==> src/rtl/tcc_pkg.sv <==
package tcc_pkg;

  typedef enum logic [1:0] {
    EDGE_NONE = 2'b00,
    EDGE_RISE = 2'b01,
    EDGE_FALL = 2'b10,
    EDGE_BOTH = 2'b11
  } edge_e;

  typedef struct packed {
    logic loadCpu;
    logic loadCap;
    logic cmpFire;
  } chanStrobe_t;

endpackage

==> src/rtl/tcc_ctrl.sv <==
module tcc_ctrl
  import tcc_pkg::*;
#(
  parameter int NUM_SRC     = 2,
  parameter int SYNC_STAGES = 2,
  localparam int SEL_W      = (NUM_SRC > 1) ? $clog2(NUM_SRC) : 1
) (
  input  logic               clk,
  input  logic               rstN,
  input  logic [NUM_SRC-1:0] evtIn,
  input  logic [SEL_W-1:0]   srcSel,
  input  logic [1:0]         edgeSel,
  input  logic               modeCompare,
  input  logic               cntEn,
  input  logic               cpuWrEn,
  input  logic               cntMatch,
  output chanStrobe_t        strobe
);

  logic [NUM_SRC-1:0] riseVec;
  logic [NUM_SRC-1:0] fallVec;

  for (genvar i = 0; i < NUM_SRC; i++) begin : g_src
    logic [SYNC_STAGES:0] pipe;
    always_ff @(posedge clk or negedge rstN) begin
      if (!rstN) pipe <= '0;
      else       pipe <= {pipe[SYNC_STAGES-1:0], evtIn[i]};
    end
    assign riseVec[i] = pipe[SYNC_STAGES-1] & ~pipe[SYNC_STAGES];
    assign fallVec[i] = ~pipe[SYNC_STAGES-1] & pipe[SYNC_STAGES];
  end

  logic trigHit;
  always_comb begin
    case (edge_e'(edgeSel))
      EDGE_RISE: trigHit = riseVec[srcSel];
      EDGE_FALL: trigHit = fallVec[srcSel];
      EDGE_BOTH: trigHit = riseVec[srcSel] | fallVec[srcSel];
      default:   trigHit = 1'b0;
    endcase
  end

  logic hitNow;
  logic hitPrev;
  assign hitNow = modeCompare & cntMatch;

  always_ff @(posedge clk or negedge rstN) begin
    if (!rstN) hitPrev <= 1'b0;
    else       hitPrev <= hitNow;
  end

  always_comb begin
    strobe.loadCap = ~modeCompare & cntEn & trigHit;
    strobe.loadCpu = modeCompare & ~cntEn & cpuWrEn;
    strobe.cmpFire = hitNow & ~hitPrev;
  end

endmodule

==> src/rtl/tcc_datapath.sv <==
module tcc_datapath
  import tcc_pkg::*;
#(
  parameter int CNT_W = 16
) (
  input  logic             clk,
  input  logic             rstN,
  input  chanStrobe_t      strobe,
  input  logic [CNT_W-1:0] cpuWrData,
  input  logic [CNT_W-1:0] cntValue,
  output logic [CNT_W-1:0] chanValue,
  output logic             cntMatch,
  output logic             capIrq,
  output logic             cmpIrq
);

  logic [CNT_W-1:0] chanQ;

  always_ff @(posedge clk or negedge rstN) begin
    if (!rstN) begin
      chanQ  <= '0;
      capIrq <= 1'b0;
      cmpIrq <= 1'b0;
    end else begin
      if (strobe.loadCap)      chanQ <= cntValue;
      else if (strobe.loadCpu) chanQ <= cpuWrData;
      capIrq <= strobe.loadCap;
      cmpIrq <= strobe.cmpFire;
    end
  end

  assign chanValue = chanQ;
  assign cntMatch  = (chanQ == cntValue);

endmodule

==> src/rtl/tmr_capcmp_chan.sv <==
module tmr_capcmp_chan
  import tcc_pkg::*;
#(
  parameter int CNT_W = 16
) (
  input  logic             clk,
  input  logic             rstN,
  input  logic             cpuWrEn,
  input  logic [CNT_W-1:0] cpuWrData,
  output logic [CNT_W-1:0] cpuRdData,
  input  logic             modeCompare,
  input  logic             srcSel,
  input  logic [1:0]       edgeSel,
  input  logic             cntEn,
  input  logic [CNT_W-1:0] cntValue,
  input  logic             evtIn0,
  input  logic             evtIn1,
  output logic             capIrq,
  output logic             cmpIrq
);

  localparam int NUM_SRC = 2;

  chanStrobe_t strobe;
  logic        cntMatch;

  tcc_ctrl #(.NUM_SRC(NUM_SRC), .SYNC_STAGES(2)) u_ctrl (
    .clk         (clk),
    .rstN        (rstN),
    .evtIn       ({evtIn1, evtIn0}),
    .srcSel      (srcSel),
    .edgeSel     (edgeSel),
    .modeCompare (modeCompare),
    .cntEn       (cntEn),
    .cpuWrEn     (cpuWrEn),
    .cntMatch    (cntMatch),
    .strobe      (strobe)
  );

  tcc_datapath #(.CNT_W(CNT_W)) u_dp (
    .clk       (clk),
    .rstN      (rstN),
    .strobe    (strobe),
    .cpuWrData (cpuWrData),
    .cntValue  (cntValue),
    .chanValue (cpuRdData),
    .cntMatch  (cntMatch),
    .capIrq    (capIrq),
    .cmpIrq    (cmpIrq)
  );

endmodule

==> config.mk <==
export PLATFORM = sky130hd
export DESIGN_NAME = tmr_capcmp_chan
export DESIGN_NICKNAME = d
export VERILOG_FILES = /design/src/rtl/tcc_pkg.sv /design/src/rtl/tcc_ctrl.sv /design/src/rtl/tcc_datapath.sv /design/src/rtl/tmr_capcmp_chan.sv
export SDC_FILE = /design/constraint.sdc
export NUM_CORES = 1
export LEC_CHECK = 0
export BUFFER_PORTS_ARGS = -buffer_cell sky130_fd_sc_hd__clkbuf_2
export CELL_PAD_IN_SITES_DETAIL_PLACEMENT = 0
export CELL_PAD_IN_SITES_GLOBAL_PLACEMENT = 2
export CORE_UTILIZATION = 29
export DETAILED_ROUTE_END_ITERATION = 7
export PLACE_DENSITY = 0.75
export SLEW_MARGIN = 10
export SYNTH_ARGS = -nofsm -noshare
export SYNTH_HDL_FRONTEND = slang
export SYNTH_SLANG_ARGS = --single-unit
==> constraint.sdc <==
create_clock -name clk -period 1.9 [get_ports clk]
set_input_delay 0.095 -clock clk [delete_from_list [all_inputs] [get_ports clk]]
set_output_delay 0.095 -clock clk [all_outputs]
set_load 0.03 [all_outputs]
* After elaboration in Yosys (flattened, before gate mapping)
Cells that the tools add are included.
Widths: inputs -> output; s select.
** Cells by class
- Order comparisons :: 1
- Equality and inequality tests :: 4
- Mux-type cells :: 7
- Bitwise operators :: 18
- Reduce and logical (&&, ||, !) cells :: 1
** Operator list (count)
- $mux 16 :: 2
- $eq 16x16->1 :: 1
- $and 1x1->1 :: 10
- $not 1->1 :: 7
- $eq 2x2->1 const B :: 2
- $mux 1 :: 4
- $pmux 1 s3 :: 1
- $eq 2x1->1 const B :: 1
- $lt 1x2->1 const B :: 1
- $reduce_bool 2->1 :: 1
- $or 1x1->1 :: 1
** Word-level totals
- Register bits after elaboration :: 25
- Input port bits :: 42
- Output and inout bits :: 18
- Logic and storage cells :: 37

* Logic depth before layout (Yosys ltp)
- Depth in word-level cells :: 8
- Depth in mapped cells :: 6
- Gate-level depth less buffers :: 4

* By module
A second synthesis with hierarchy kept.
** Unflattened totals
- Cell total of the unflattened synthesis :: 111
- Area total of the unflattened synthesis :: 1217.4 um^2
** Modules (own cells, without submodules)
- tcc_datapath :: times used 1, cells each 92, area each 967.2 um^2, sequential area each 450.4 um^2
- tcc_ctrl :: times used 1, cells each 19, area each 250.2 um^2, sequential area each 175.2 um^2

* Least setup slack after synthesis
No wires, ideal clock.
- Path type :: register to register
- Start point :: reg u_ctrl.g_src[1].pipe[2]
- End point :: reg u_dp.chanQ[10] (netlist: u_dp.chanValue[10])
- Setup time :: 0.125 ns
- Arrival time :: 1.446 ns
- Required time :: 1.775 ns
- Slack :: 0.329 ns
- Stages on the path, launching flop included :: 7
- Buffers on the path :: 2
- Period minus slack after synthesis :: 1.571 ns
- Cell sequence :: dfrtp_1 -> and3b_1 -> o21ai_1 -> a211o_1 -> buf_6 -> buf_12 -> mux2_4
** On the way
- Word-level cells in the longest chain between the ends :: 8
- Elaborated cells between the ends (all ways) :: 12
- Those cells by class :: mux (6); bitwise (5); reduce/logical (1)
** RTL lines
- start: declaration :: RTL line tcc_ctrl.sv:24 : logic [SYNC_STAGES:0] pipe;
- start signal: assignment :: RTL line tcc_ctrl.sv:27 : else pipe <= {pipe[SYNC_STAGES-1:0], evtIn[i]};
- $not 1->1 :: RTL line tcc_ctrl.sv:29 : assign riseVec[i] = pipe[SYNC_STAGES-1] & ~pipe[SYNC_STAGES];
- $and 1x1->1 :: RTL line tcc_ctrl.sv:29
- $mux 1 (not written as such) (2 in a row) :: RTL line tcc_ctrl.sv:36, tcc_ctrl.sv:38
- $or 1x1->1 :: RTL line tcc_ctrl.sv:38 : EDGE_BOTH: trigHit = riseVec[srcSel] | fallVec[srcSel];
- $pmux 1 s3 * :: RTL line tcc_ctrl.sv:35 : case (edge_e'(edgeSel))
- $and 1x1->1 * :: RTL line tcc_ctrl.sv:53 : strobe.loadCap = ~modeCompare & cntEn & trigHit;
- $mux 16 or $reduce_bool 2->1 (tied branches)
- end signal: assignment :: RTL line tcc_datapath.sv:25 : if (strobe.loadCap) chanQ <= cntValue;
- end signal: assignment :: RTL line tcc_datapath.sv:26 : else if (strobe.loadCpu) chanQ <= cpuWrData;
- end: declaration :: RTL line tcc_datapath.sv:17 : logic [CNT_W-1:0] chanQ;
Every way passes the cells marked *; elsewhere a longest branch is shown, timed or not. The select of a mux whose other input is x is not followed.
A chain may end at the register's enable or synchronous reset.

* Worst setup path after layout
- Start point :: reg u_ctrl.g_src[0].pipe[1]
- End point :: reg u_dp.chanQ[8] (netlist: u_dp.chanValue[8])
** On the way
- Word-level cells in the longest chain between the ends :: 8
- Elaborated cells between the ends (all ways) :: 12
- Those cells by class :: mux (6); bitwise (5); reduce/logical (1)
** RTL lines
- start: declaration :: RTL line tcc_ctrl.sv:24
- start signal: assignment :: RTL line tcc_ctrl.sv:27
- $not 1->1 :: RTL line tcc_ctrl.sv:30 : assign fallVec[i] = ~pipe[SYNC_STAGES-1] & pipe[SYNC_STAGES];
- $and 1x1->1 :: RTL line tcc_ctrl.sv:30
- $mux 1 (not written as such) (2 in a row) :: RTL line tcc_ctrl.sv:37, tcc_ctrl.sv:38
- $or 1x1->1 :: RTL line tcc_ctrl.sv:38
- $pmux 1 s3 * :: RTL line tcc_ctrl.sv:35
- $and 1x1->1 * :: RTL line tcc_ctrl.sv:53
- $mux 16 or $reduce_bool 2->1 (tied branches)
Marks and branches as above.

==> flow_metrics.env <==
export IMPL_cts_tree="built"
export IMPL_rrSetupSlack_ns=0.29
export IMPL_cts_buffer_depth=2
export IMPL_vias=934
export IMPL_skew_ns=0.00808
export IMPL_grt_usage_pct=11.9
export IMPL_crit_start="u_ctrl.g_src[0].pipe[1]"
export IMPL_setup_viol=0
export IMPL_synth_seq_cells=25
export IMPL_period_share_pct=84.8
export IMPL_p_leak_nw=0.859
export IMPL_cpPeakStageDelay_ns=0.37
export IMPL_synth_fp_nets=136
export IMPL_syn_inst=94
export IMPL_grt_pass1_vias=976
export IMPL_end_kind="flop"
export IMPL_netlist_area_um2=1320
export IMPL_grt_overflow_total=0
export IMPL_gp_congestion=0.765
export IMPL_grt_max_degree=26
export IMPL_fin_cells=211
export IMPL_placed_cells=204
export IMPL_start_util_pct=30.3
export IMPL_synth_area_top_cells="dfrtp_1, mux2_2, mux2_4"
export IMPL_ff2ff_path_depth=5
export IMPL_ios=60
export IMPL_final_nets=202
export IMPL_relSlewSlack_pct=58.0
export IMPL_dieArea_um2=4830
export IMPL_drcViolationCount=0
export IMPL_antenna_found_initial=0
export IMPL_cts_root_buf="clkbuf_8"
export IMPL_slew_viol_final=0
export IMPL_rsz0062_at_grt="false"
export IMPL_firstDrtPassIters=4
export IMPL_numCtsBuffers=3
export IMPL_drive_gt1_share_pct=61.6
export IMPL_startpoint_type="flop"
export IMPL_placementRows=24
export IMPL_clkTransAtPathRegs_ns=0.09
export IMPL_fmaxAchievable_mhz=621
export IMPL_cp_slowest_cell="dfrtp_1"
export IMPL_hold_end="u_dp.chanValue[11]"
export IMPL_r2r_end="u_dp.chanValue[8]"
export IMPL_cts_sinks=25
export IMPL_hold_start="cntValue[11]"
export IMPL_synth_top_cell_area_share_pct=47.4
export IMPL_worstPathArrival_ns=1.76
export IMPL_min_period_ns=1.61
export IMPL_vias_per_cell=4.43
export IMPL_yosys_area_top_type="dfrtp_1"
export IMPL_crit_chain="nor3b_1 -> o21ai_1 -> a211o_1 -> buf_4 -> mux2_4"
export IMPL_critical_path_class="reg2reg"
export IMPL_hold_ws_ns=0.0874
export IMPL_crit_family="compound AO/OA/AOI/OAI gates"
export IMPL_maxCapViolCount=0
export IMPL_postRouteWirelength_um=2670
export IMPL_cp_required_ns=2.05
export IMPL_holdCritPathClass="in2reg"
export IMPL_dp_hpwl_um=2110
export IMPL_die_h_um=69.5
export IMPL_hold_violations=0
export IMPL_cts_htree_levels=1
export IMPL_fp_dieW_um=69.5
export IMPL_status="finished, final reports clean"
export IMPL_port_buffers=59
export IMPL_ant_nets=0
export IMPL_p_per_area_nw_per_um2=928
export IMPL_insertedDiodeCount=0
export IMPL_wl_per_cell_um=12.6
export IMPL_grt_pass1_wl_um=4590
export IMPL_cp_buffers_inverters=1
export IMPL_critPathMaxFanout=8
export IMPL_timing_rr_start="u_ctrl.g_src[0].pipe[1]"
export IMPL_syn2layout_area_growth_pct=31.4
export IMPL_fin_tns_setup_ns=0
export IMPL_core_area_um2=4350
export IMPL_drt_iter0_markers=22
export IMPL_synth_cell_types=21
export IMPL_insertion_delay_ns=0.27
export IMPL_cts_setup_buffers=0
export IMPL_hold_path_depth=2
export IMPL_yosysSeqAreaShare_pct=47.4
export IMPL_yosys_warnings=0
export IMPL_peakVddDrop_mv=0.388
export IMPL_avgSynthCellArea_um2=14.0
export IMPL_tightest_slew_ns=0.630
[power breakdown]
part	total, W	internal (W)	switching, W
clock network	0.000311	0.000150	0.000162
registers	0.000693	0.000619	0.0000742
logic	0.000605	0.000296	0.000310
[cell type report]
class	instances	area [um^2]
flip-flops and latches	25	626
well taps	52	65.1
repair buffers	64	340
multi-input cells	64	651
clock buffers	4	45.0
fillers	453	2620
inverters	2	7.51
[cell families after synthesis]
| logic type | synth area share (%) |
|---|---|
| muxes | 29.9 |
| AOI/OAI and AO/OA | 1.42 |
| DFF | 47.4 |
| and+or+nand+nor | 7.39 |
| xor gates and xnor gates | 10.6 |
| buffers and inverters | 3.32 |
[synth_stat cells (all sizes together)]
cell,n
xor2,4
nor4,1
nand4,3
nor2,1
and2,1
nor3b,2
nor4bb,1
buf,3
dfrtp,25
and3b,2
a211o,1
nand3,1
nor4b,1
mux2,32
inv,2
o21ai,2
xnor2,12
[how the worst max path moves through the flow]
stage	cells after the start	to	slack, ns
floorplan	6	u_dp.chanValue[10]	0.33
global placement	5	u_dp.chanValue[8]	0.36
detailed placement	5	u_dp.chanValue[6]	0.34
CTS	5	u_dp.chanValue[6]	0.31
global route	5	u_dp.chanValue[8]	0.22
finish	5	u_dp.chanValue[8]	0.29
[metal layers]
layer / up-vias / GRT usage [%] / routed length (um)
li1: 463 / - / -
met1: 425 / 14.9 / 1190
met2: 44 / 20.2 / 1250
met3: 2 / 3.34 / 217
met4: 0 / 3.17 / 14
met5: - / 0 / 0
[stage by stage]
step | utilization [%] | worst slack [ns] | power (W) | cell area, um^2
4_1_cts | 39.8 | 0.315 | 0.00163 | 1730
3_3_place_gp | 38.1 | 0.359 | 0.00130 | 1660
6_report | 39.8 | 0.289 | 0.00161 | 1730
3_5_place_dp | 38.1 | 0.337 | 0.00131 | 1660
5_1_grt | 39.8 | 0.225 | 0.00171 | 1730
2_1_floorplan | - | 0.329 | 0.00113 | 1320
[what timing repair did]
item / CTS / global route
hold endpoints to repair: 27 / 0
hold buffers: 3 / 0
resized for setup: 0 / 0
[flip-flops by register name, summed over array words and instances (netlist names)]
register and cells:
u_dp.chanValue 16, u_dp.cmpIrq 1, u_ctrl.hitPrev 1, u_ctrl.g_src.pipe 6
u_dp.capIrq 1
[layout by cell type, fill, tap and decap left out, drive strengths merged]
master / netlist / final
a211o: 1 / 1
dlygate4sd3: 0 / 3
nor4b: 1 / 1
xor2: 4 / 4
nor3b: 2 / 2
o21ai: 2 / 2
inv: 2 / 2
nor4bb: 1 / 1
nand3: 1 / 1
and3b: 2 / 2
nor2: 1 / 1
dfrtp: 25 / 25
nor4: 1 / 1
mux2: 32 / 32
and2: 1 / 1
clkbuf: 0 / 63
buf: 3 / 2
xnor2: 12 / 12
nand4: 3 / 3
Note: power is estimated with default switching activity, not from simulation.
